File: src/rtl/mdma_pkg.sv
package mdma_pkg;

  typedef enum logic [2:0] {
    REG_STAT  = 3'd0,
    REG_RADDR = 3'd1,
    REG_WADDR = 3'd2,
    REG_LEN   = 3'd3,
    REG_CTRL  = 3'd4
  } reg_idx_e;

  localparam int unsigned GO_BIT = 6;

  typedef struct packed {
    logic       irq_en;
    logic       wr_fix;
    logic       rd_fix;
    logic [2:0] width;
  } ctrl_t;

  // bytes per beat for a width code, clamped to the data path
  function automatic logic [4:0] beat_bytes(input logic [2:0] code,
                                            input logic [2:0] max_code);
    logic [2:0] c;
    c = (code > max_code) ? max_code : code;
    return 5'd1 << c;
  endfunction

  // address step: a fixed-address flag wins over the width
  function automatic logic [4:0] addr_step(input logic [2:0] code,
                                           input logic       fix,
                                           input logic [2:0] max_code);
    return fix ? 5'd0 : beat_bytes(code, max_code);
  endfunction

endpackage

File: src/rtl/mdma_regs.sv
module mdma_regs
  import mdma_pkg::*;
#(
  parameter int unsigned ADDR_W   = 32,
  parameter int unsigned LEN_W    = 32,
  parameter logic [2:0]  MAX_CODE = 3'd4
) (
  input  logic              clk,
  input  logic              rst_n,
  input  logic              csr_wr,
  input  logic [2:0]        csr_addr,
  input  logic [31:0]       csr_wdata,
  output logic [31:0]       csr_rdata,
  input  logic              rd_acc,
  input  logic              wr_acc,
  output logic              busy,
  output logic              done,
  output logic              irq,
  output logic              start,
  output logic [ADDR_W-1:0] rd_addr,
  output logic [ADDR_W-1:0] wr_addr,
  output logic [LEN_W-1:0]  len,
  output logic [4:0]        beat_b
);

  logic              busy_q, done_q;
  logic [ADDR_W-1:0] rd_addr_q, wr_addr_q;
  logic [LEN_W-1:0]  len_q;
  ctrl_t             ctrl_q;
  logic              go_req, stat_wr, last_beat;
  logic [4:0]        rd_step, wr_step;

  assign go_req    = csr_wr && (csr_addr == REG_CTRL) && csr_wdata[GO_BIT] && !busy_q;
  assign start     = go_req && (len_q != '0);
  assign stat_wr   = csr_wr && (csr_addr == REG_STAT);
  assign beat_b    = beat_bytes(ctrl_q.width, MAX_CODE);
  assign rd_step   = addr_step(ctrl_q.width, ctrl_q.rd_fix, MAX_CODE);
  assign wr_step   = addr_step(ctrl_q.width, ctrl_q.wr_fix, MAX_CODE);
  assign last_beat = wr_acc && (len_q == LEN_W'(beat_b));

  always_ff @(posedge clk) begin
    if (!rst_n) begin
      busy_q    <= 1'b0;
      done_q    <= 1'b0;
      rd_addr_q <= '0;
      wr_addr_q <= '0;
      len_q     <= '0;
      ctrl_q    <= '0;
    end else begin
      if (csr_wr && !busy_q) begin
        case (csr_addr)
          REG_RADDR: rd_addr_q <= csr_wdata[ADDR_W-1:0];
          REG_WADDR: wr_addr_q <= csr_wdata[ADDR_W-1:0];
          REG_LEN:   len_q     <= csr_wdata[LEN_W-1:0];
          REG_CTRL:  ctrl_q    <= ctrl_t'(csr_wdata[5:0]);
          default:   ;
        endcase
      end
      if (stat_wr) done_q <= 1'b0;
      if (go_req) begin
        busy_q <= (len_q != '0);
        done_q <= (len_q == '0);
      end
      if (busy_q && rd_acc) rd_addr_q <= rd_addr_q + ADDR_W'(rd_step);
      if (busy_q && wr_acc) begin
        wr_addr_q <= wr_addr_q + ADDR_W'(wr_step);
        len_q     <= len_q - LEN_W'(beat_b);
      end
      if (busy_q && last_beat) begin
        busy_q <= 1'b0;
        done_q <= 1'b1;
      end
    end
  end

  always_comb begin
    case (csr_addr)
      REG_STAT:  csr_rdata = {30'd0, busy_q, done_q};
      REG_RADDR: csr_rdata = 32'(rd_addr_q);
      REG_WADDR: csr_rdata = 32'(wr_addr_q);
      REG_LEN:   csr_rdata = 32'(len_q);
      REG_CTRL:  csr_rdata = {26'd0, ctrl_q};
      default:   csr_rdata = 32'd0;
    endcase
  end

  assign busy    = busy_q;
  assign done    = done_q;
  assign irq     = done_q && ctrl_q.irq_en;
  assign rd_addr = rd_addr_q;
  assign wr_addr = wr_addr_q;
  assign len     = len_q;

  AST_RD_FIX_HOLDS: assert property (@(posedge clk) disable iff (!rst_n)
    busy_q && ctrl_q.rd_fix && rd_acc |=> $stable(rd_addr_q));
  AST_WR_FIX_HOLDS: assert property (@(posedge clk) disable iff (!rst_n)
    busy_q && ctrl_q.wr_fix && wr_acc |=> $stable(wr_addr_q));
  AST_LEN_LOCKED: assert property (@(posedge clk) disable iff (!rst_n)
    busy_q && csr_wr && (csr_addr == REG_LEN) && !wr_acc |=> $stable(len_q));
  AST_ZERO_LEN_DONE: assert property (@(posedge clk) disable iff (!rst_n)
    go_req && (len_q == '0) |=> done_q && !busy_q);

endmodule

File: src/rtl/mdma_rd_master.sv
module mdma_rd_master #(
  parameter int unsigned LEN_W = 32
) (
  input  logic             clk,
  input  logic             rst_n,
  input  logic             start,
  input  logic [LEN_W-1:0] len_init,
  input  logic [4:0]       beat_b,
  input  logic             fifo_full,
  input  logic             rd_wait,
  output logic             rd_req,
  output logic             rd_acc
);

  logic [LEN_W-1:0] left_q;

  assign rd_req = (left_q != '0) && !fifo_full;
  assign rd_acc = rd_req && !rd_wait;

  always_ff @(posedge clk) begin
    if (!rst_n)      left_q <= '0;
    else if (start)  left_q <= len_init;
    else if (rd_acc) left_q <= left_q - LEN_W'(beat_b);
  end

  AST_RD_WITHIN_LEN: assert property (@(posedge clk) disable iff (!rst_n)
    rd_acc |-> left_q >= LEN_W'(beat_b));

endmodule

File: src/rtl/mdma_fifo.sv
module mdma_fifo #(
  parameter int unsigned W     = 128,
  parameter int unsigned DEPTH = 2
) (
  input  logic                       clk,
  input  logic                       rst_n,
  input  logic                       push,
  input  logic [W-1:0]               din,
  input  logic                       pop,
  output logic [W-1:0]               dout,
  output logic                       full,
  output logic                       empty,
  output logic [$clog2(DEPTH+1)-1:0] count
);

  localparam int unsigned PTR_W = (DEPTH > 1) ? $clog2(DEPTH) : 1;
  localparam int unsigned CNT_W = $clog2(DEPTH+1);

  logic [W-1:0]     mem [DEPTH];
  logic [PTR_W-1:0] wp_q, rp_q;
  logic [CNT_W-1:0] cnt_q;

  function automatic logic [PTR_W-1:0] bump(input logic [PTR_W-1:0] p);
    return (p == PTR_W'(DEPTH-1)) ? '0 : p + 1'b1;
  endfunction

  always_ff @(posedge clk) begin
    if (!rst_n) begin
      wp_q  <= '0;
      rp_q  <= '0;
      cnt_q <= '0;
    end else begin
      if (push) wp_q <= bump(wp_q);
      if (pop)  rp_q <= bump(rp_q);
      if (push && !pop)      cnt_q <= cnt_q + 1'b1;
      else if (pop && !push) cnt_q <= cnt_q - 1'b1;
    end
  end

  always_ff @(posedge clk) begin
    if (push) mem[wp_q] <= din;
  end

  assign dout  = mem[rp_q];
  assign full  = (cnt_q == CNT_W'(DEPTH));
  assign empty = (cnt_q == '0);
  assign count = cnt_q;

  AST_FIFO_NO_OVERFLOW: assert property (@(posedge clk) disable iff (!rst_n)
    push |-> !full);
  AST_FIFO_NO_UNDERFLOW: assert property (@(posedge clk) disable iff (!rst_n)
    pop |-> !empty);

endmodule

File: src/rtl/mdma_wr_master.sv
module mdma_wr_master (
  input  logic busy,
  input  logic fifo_empty,
  input  logic wr_wait,
  output logic wr_req,
  output logic wr_acc
);

  assign wr_req = busy && !fifo_empty;
  assign wr_acc = wr_req && !wr_wait;

endmodule

File: src/rtl/mdma_core.sv
module mdma_core
  import mdma_pkg::*;
#(
  parameter int unsigned ADDR_W     = 32,
  parameter int unsigned DATA_W     = 128,
  parameter int unsigned LEN_W      = 32,
  parameter int unsigned FIFO_DEPTH = 2
) (
  input  logic              clk,
  input  logic              rst_n,
  input  logic              csr_wr,
  input  logic [2:0]        csr_addr,
  input  logic [31:0]       csr_wdata,
  output logic [31:0]       csr_rdata,
  output logic              irq,
  output logic              rd_req,
  output logic [ADDR_W-1:0] rd_address,
  input  logic              rd_wait,
  input  logic [DATA_W-1:0] rd_rdata,
  output logic              wr_req,
  output logic [ADDR_W-1:0] wr_address,
  output logic [DATA_W-1:0] wr_wdata,
  input  logic              wr_wait
);

  localparam logic [2:0]  MAX_CODE = 3'($clog2(DATA_W/8));
  localparam int unsigned CNT_W    = $clog2(FIFO_DEPTH+1);

  logic             busy, done, start, rd_acc, wr_acc;
  logic             fifo_full, fifo_empty;
  logic [CNT_W-1:0] fifo_cnt;
  logic [LEN_W-1:0] len;
  logic [4:0]       beat_b;

  mdma_regs #(.ADDR_W(ADDR_W), .LEN_W(LEN_W), .MAX_CODE(MAX_CODE)) u_regs (
    .clk(clk), .rst_n(rst_n), .csr_wr(csr_wr), .csr_addr(csr_addr),
    .csr_wdata(csr_wdata), .csr_rdata(csr_rdata), .rd_acc(rd_acc),
    .wr_acc(wr_acc), .busy(busy), .done(done), .irq(irq), .start(start),
    .rd_addr(rd_address), .wr_addr(wr_address), .len(len), .beat_b(beat_b)
  );

  mdma_rd_master #(.LEN_W(LEN_W)) u_rd (
    .clk(clk), .rst_n(rst_n), .start(start), .len_init(len), .beat_b(beat_b),
    .fifo_full(fifo_full), .rd_wait(rd_wait), .rd_req(rd_req), .rd_acc(rd_acc)
  );

  mdma_fifo #(.W(DATA_W), .DEPTH(FIFO_DEPTH)) u_fifo (
    .clk(clk), .rst_n(rst_n), .push(rd_acc), .din(rd_rdata), .pop(wr_acc),
    .dout(wr_wdata), .full(fifo_full), .empty(fifo_empty), .count(fifo_cnt)
  );

  mdma_wr_master u_wr (
    .busy(busy), .fifo_empty(fifo_empty), .wr_wait(wr_wait),
    .wr_req(wr_req), .wr_acc(wr_acc)
  );

  AST_IDLE_QUIET: assert property (@(posedge clk) disable iff (!rst_n)
    !busy |-> !rd_req && !wr_req);
  AST_WR_NEEDS_DATA: assert property (@(posedge clk) disable iff (!rst_n)
    wr_req |-> fifo_cnt != '0);
  AST_RD_HELD: assert property (@(posedge clk) disable iff (!rst_n)
    rd_req && rd_wait |=> rd_req && $stable(rd_address));
  AST_WR_HELD: assert property (@(posedge clk) disable iff (!rst_n)
    wr_req && wr_wait |=> wr_req && $stable(wr_address));
  AST_DONE_DROPS_BUSY: assert property (@(posedge clk) disable iff (!rst_n)
    $rose(done) |-> !busy);
  AST_IRQ_NEEDS_DONE: assert property (@(posedge clk) disable iff (!rst_n)
    irq |-> done);

endmodule

File: config.mk
export PLATFORM = sky130hd
export DESIGN_NAME = mdma_core
export DESIGN_NICKNAME = d
export VERILOG_FILES = /design/src/rtl/mdma_pkg.sv /design/src/rtl/mdma_regs.sv /design/src/rtl/mdma_rd_master.sv /design/src/rtl/mdma_fifo.sv /design/src/rtl/mdma_wr_master.sv /design/src/rtl/mdma_core.sv
export SDC_FILE = /design/constraint.sdc
export NUM_CORES = 1
export LEC_CHECK = 0
export BUFFER_PORTS_ARGS = -buffer_cell sky130_fd_sc_hd__clkbuf_2
export CAP_MARGIN = 20
export CORE_MARGIN = 2
export CORE_UTILIZATION = 40
export DETAILED_ROUTE_END_ITERATION = 10
export SETUP_SLACK_MARGIN = 0.05
export SLEW_MARGIN = 20
export SYNTH_ARGS = -nofsm -noshare
export SYNTH_HDL_FRONTEND = slang
export SYNTH_SLANG_ARGS = --single-unit
File: constraint.sdc
create_clock -name clk -period 10.6 [get_ports clk]
set_clock_uncertainty 0.15 [all_clocks]
set_input_delay 2.65 -clock clk [delete_from_list [all_inputs] [get_ports clk]]
set_output_delay 2.65 -clock clk [all_outputs]
set_load 0.01 [all_outputs]
Word level (Yosys, flattened, before mapping)
Memories as Yosys holds them, arrays and structs flattened. A register that Yosys moved wholly into a read port is not among the register bits. Index checks and enable logic that the tools add are counted.

Register bits: 140. Memory bits (writable): 256. Bits of input ports: 168. Output and inout bits: 227. Logic and storage cells: 99. Memories kept: 1.

Memories: u_fifo.mem (words 2, bits a word 128, rd ports 1, clocked after memory_dff 1, wr ports 1, line mdma_fifo.sv:19) `logic [W-1:0] mem [DEPTH];`.

Add/sub/neg operators: 8. $lt $le $gt $ge: 1. Equality and inequality tests: 6. Shift-type cells: 1. Multiplexer cells: 26. Bitwise logic cells: 1. Reductions and logical operators: 42.

Operator list (count): 32-bit two-way mux (11); 32-bit one-hot mux with 5 select lines (1); 32-bit by 5-bit adder with 32-bit output (2); 32-bit nonzero test (2); 32-bit by 5-bit subtractor with 32-bit output (2); 32-bit by 5-bit equality test with 1-bit output (1); 32-bit zero test (1); 1-bit logical AND (17); 2-bit nonzero test (7); 5-bit two-way mux (2); 1-bit two-way mux (9); 2-bit AND reduction (4); 1-bit zero test (7); 3-bit by 2-bit equality test with 1-bit output, second input constant (2); 1-bit by 3-bit left shift with 5-bit output, first input constant (1); 2-bit two-way mux (2); 3-bit by 1-bit equality test with 1-bit output, second input constant (1); 3-bit equality test, second input constant (1); 3-bit > comparator, second input constant (1); 3-bit zero test (1); 3-bit two-way mux (1); 3-bit nonzero test (1); 1-bit adder, second input constant (2); 2-bit by 1-bit adder with 2-bit output, second input constant (1); 5 further kinds (5).

Logic depth before layout (Yosys ltp)
Word-level depth: 8. Gate-level depth with buffers: 12. Mapped depth without buffers: 10.

Modules after synthesis
Synthesis repeated with hierarchy kept, for this count alone.

Cell total of the unflattened synthesis: 1607. Area, all modules: 18692.9 µm².

By module, submodules not included: mdma_fifo (instances 1, cells an instance 420, area each 9501.6 µm², seq. area each 7787.5 µm²); mdma_regs (instances 1, cells an instance 929, area each 7085.5 µm², seq. area each 2082.0 µm²); mdma_rd_master (instances 1, cells an instance 256, area each 2087.0 µm², seq. area each 640.6 µm²); mdma_wr_master (instances 1, cells an instance 2, area each 18.8 µm², seq. area each 0.0 µm²).

Worst setup path before layout
OpenSTA, ideal clock, no wires.

Path kind: input-to-reg. Start point: input rd_wait. End point: memory u_fifo.mem[1][0] (enable). Setup time: 0.616 ns. Data arrival time: 8.647 ns. Data required time: 9.834 ns. Slack: 1.187 ns. Stages: 5. Buffers on the path: 2. Path through: nor2_1 -> o31ai_1 -> buf_2 -> buf_2 -> nor2_1.

Word-level cells in the longest chain between the ends: 4.

Ends and longest elaborated chain: start, declared (line mdma_core.sv:18) `input logic rd_wait,`; 1-bit zero test (line mdma_rd_master.sv:18) `assign rd_acc = rd_req && !rd_wait;`; 1-bit logical AND (line mdma_rd_master.sv:18); 1-bit two-way mux (line mdma_fifo.sv:41) `if (push) mem[wp_q] <= din;`; 1-bit two-way mux (implied by the code) (line mdma_fifo.sv:41); end, declared (line mdma_fifo.sv:19).

No other way between the ends.

Worst setup path in the final report
Start point: input csr_addr[0]. End point: output csr_rdata[1].

Word-level cells in the longest chain between the ends: 2. Elaborated cells on any way between the ends: 6. Classes of those cells: 4 x eq/ne; 1 x mux; 1 x reduce/logical.

Ends and longest elaborated chain: start, declared (line mdma_core.sv:12) `input logic [2:0] csr_addr,`; 3-bit equality test (tied with other cells) (line mdma_regs.sv:77) `case (csr_addr)`; 32-bit one-hot mux with 5 select lines (*) (line mdma_regs.sv:77); end, declared (line mdma_core.sv:14) `output logic [31:0] csr_rdata,`.

Every way passes the cells marked *; elsewhere a longest branch is shown, timed or not.

==> metrics <==
status finished clean; GPL Wtd Cong 0.8933; post-synthesis compound-gate area fraction 13.62%; FP Rows 78; Synth Area in XOR/XNOR 1.725%; routed vias/inst 5.680; Skew-Pair Late Insertion Delay 0.57 ns; Int Pwr 3470 uW; r2r setup slk 6.86 ns; post-CTS resize count 0; CP top delay family buffers and inverters; cell taking the most area after synthesis edfxtp_1; Worst path depth 6; WHS 0.3059 ns; CTS Buffer Depth 3; CP arrival 4.32 ns; total wire length 54.81 mm; max-cap viol count 0; switch share 31.99%; synthesized area 18280 um^2; Final ANT Viol Nets 0; Yosys reg bits 397; FMAX 140.5 MHz; vias after detailed routing 14630; setup TNS 0 ns; Leak 0.008269 uW; Multi-input gate area 7310 um^2; drt initial violations 1271; synth warn 0; Die Y 217.8 um; RR Endpoint u_fifo.mem[0][23]; Worst IR Drop VDD 122.0 uV; CTS tree done; Unique masters post-synth 67; Gate power share 27.4%; Tcrit/Tclk final 67.13%; clock network fraction of total power 29.6%; busiest grt layer met2; DRC errors left 0; Slew HR 26.60%; largest family of logic cells by synthesized area compound AO/OA/AOI/OAI gates; Synth Area in Simple Gates 12.12%; max incr delay on CP 0.60 ns; PD cells 229.5 nW/um^2; drt pass-1 iters 5; Mapped Nets 1769; final hold vios 0; worst endpoint required time 7.80 ns; number of port buffers 394; Seq/Total Area, Yosys 57.51%; pin count of the biggest net entering global routing 84; drt wl/cell 21.28 um; initial antenna violation count 0; Worst Setup SP csr_addr[0]; global-route wire length before repair 82.08 mm; Critical Path Most Common Cell clkbuf_2; Die ar. 47420 um^2; Sequential Area 10510 um^2; fraction of layout cells with a size suffix above 1 32.95%; Worst path slowest cell nor2b_1; part of the power in registers 43.1%; Tmin final 7.116 ns; starting density of the core 40.36%; adder-cell share of the synthesized area 1.876%; Post-synth EDFFs 256; Overflow after GRT 0; synth top area cells edfxtp_1 42%, dfxtp_1 15%, mux2_2 9.9%; crit-path cells clkbuf_2 -> buf_4 -> nor2b_1 -> a22oi_1 -> o22ai_1 -> clkbuf_2; Fillers 4111; HP Class reg2reg; CP Capture Type primary output; mux contribution to synthesized area 10.52%; fin nets 2139; core area 45280 um^2; worst hold path stage count 2; setup violators final 0; Hold Buf Count CTS 0; Hold EP u_fifo.wp_q; Reg-to-Reg Start u_rd.left_q[7]; area delta synth->final 21.63%; RSZ-0062 raised after global routing no; Total GRT Usage 22.30%; CTS Buf Count 44; # clock sinks 397; R2R depth 8; post-CTS setup buffer count 0; CP Launch Type input port; die width 217.8 um; H-tree depth 2; asr flop ratio synth 0%; Synth Flop Type edfxtp_1; clock slew at reported path FFs 0.06 ns; HP Start u_fifo.wp_q; met2 usage 35.92%; hpwl dp 39.37 mm; n_diodes 0; Final Max Slew Viols 0; measured slew at the worst slew-check pin 1.097 ns; global-route track usage on met1 30.11%; grt met3 use 4.686%; CP Max Fanout 41; switching power 1632 uW; post-synth top area share 42.06%; Mapped Cells 1576; Crit Path Class in2out; overall power 5102 uW; Mean Syn Cell Area 11.60 um^2; Root Buffer clkbuf_16; WP buf/inv 3; vias in the first global route 13900; Top Ports 395
[layout make-up]
| cell class | instances | area share, % |
|---|---|---|
| tap | 600 | 3.377 |
| timing repair buffer | 415 | 9.580 |
| clock inverter | 15 | 0.8049 |
| multi-input combinational | 1059 | 32.88 |
| inverter | 29 | 0.5009 |
| clock buffer | 61 | 5.561 |
| sequential | 397 | 47.30 |
[sequential cells by signal (all words and copies together), names as in the netlist, named ones only]
| register | cells |
|---|---|
| u_fifo.rp_q | 1 |
| u_regs.busy | 1 |
| u_fifo.count | 2 |
| u_regs.ctrl_q | 6 |
| u_regs.len | 32 |
| u_regs.wr_addr | 32 |
| u_regs.done | 1 |
| u_rd.left_q | 32 |
| u_regs.rd_addr | 32 |
| u_fifo.mem | 256 |
| u_fifo.wp_q | 1 |
[cells by family after synthesis]
logic type / Yosys count
simple gates: 446
flops: 397
compound gates: 380
mux: 172
buf+inv: 120
xor+xnor: 36
fa+ha+maj: 25
[how the worst max path moves through the flow]
stage | endpoint | slack (ns)
floorplan | u_fifo.mem[1][0] | 1.19
global placement | csr_rdata[0] | 3.59
detailed placement | csr_rdata[0] | 3.50
CTS | csr_rdata[0] | 3.49
global route | csr_rdata[1] | 3.33
finish | csr_rdata[1] | 3.48
[tightest hold or removal path, cell delays in order (launching register included)]
cell,delay [ns]
dfxtp_1,0.31
nand2_1,0.05
a21oi_1,0.05
[cells in the mapped netlist, types with 10 or more instances]
master,instances
o21ai_0,42
and3_1,16
ha_1,21
edfxtp_1,256
or3_1,22
clkbuf_1,71
nand3_1,36
mux2i_1,12
o21a_1,15
o211ai_1,16
a21oi_1,105
nor2_1,118
a211oi_1,14
dfxtp_1,141
xnor2_1,33
inv_1,29
nand2_1,106
a31oi_1,28
o311ai_0,10
o21ai_1,26
a21o_1,11
mux2_2,160
nor4_1,34
nor2b_1,12
o22ai_1,10
buf_1,11
nand4_1,20
a22oi_1,49
nor3_1,30
[placed cells by master (no fill, tap or decap), types with 15 or more instances in the layout]
master / Yosys / layout
xnor2_1: 33 / 33
nand4_1: 20 / 20
a21oi_1: 105 / 104
nand3_1: 36 / 36
buf_4: 0 / 21
o211ai_1: 16 / 16
a22oi_1: 49 / 49
o21a_1: 15 / 15
a31oi_1: 28 / 28
ha_1: 21 / 21
inv_1: 29 / 27
nor3_1: 30 / 29
nor4_1: 34 / 34
clkbuf_2: 0 / 394
nand2_1: 106 / 106
or3_1: 22 / 22
o21ai_0: 42 / 42
edfxtp_1: 256 / 256
and3_1: 16 / 16
o21ai_1: 26 / 26
mux2_2: 160 / 160
nor2_1: 118 / 116
dfxtp_1: 141 / 140
clkbuf_16: 0 / 45
[metal layers]
| layer | up-vias | part of all wire, % |
|---|---|---|
| met4 | 0 | 2.7 |
| met1 | 7129 | 43 |
| met3 | 87 | 8.3 |
| li1 | 6784 | - |
| met5 | - | 0 |
| met2 | 632 | 46 |
[metrics by stage]
step | util [%] | cell area (um^2) | std cells | setup WS [ns]
finish | 49.09 | 22230 | 2576 | 3.484
global route | 49.09 | 22230 | 2576 | 3.334
CTS | 49.08 | 22230 | 2576 | 3.488
detailed placement | 45.96 | 20810 | 2500 | 3.502
global placement | 45.96 | 20810 | 2500 | 3.588
floorplan | - | 18280 | 1576 | 1.187
[power groups by stage]
stage | Clock [uW] | Combinational, uW | Sequential, uW
3_5_place_dp | 0 | 1390 | 2230
6_report | 1510 | 1400 | 2200
2_1_floorplan | 0 | 912 | 2220
4_1_cts | 1550 | 1400 | 2200
3_3_place_gp | 0 | 1380 | 2210
5_1_grt | 1610 | 1520 | 2230
Power figures use the tool's default switching activity.
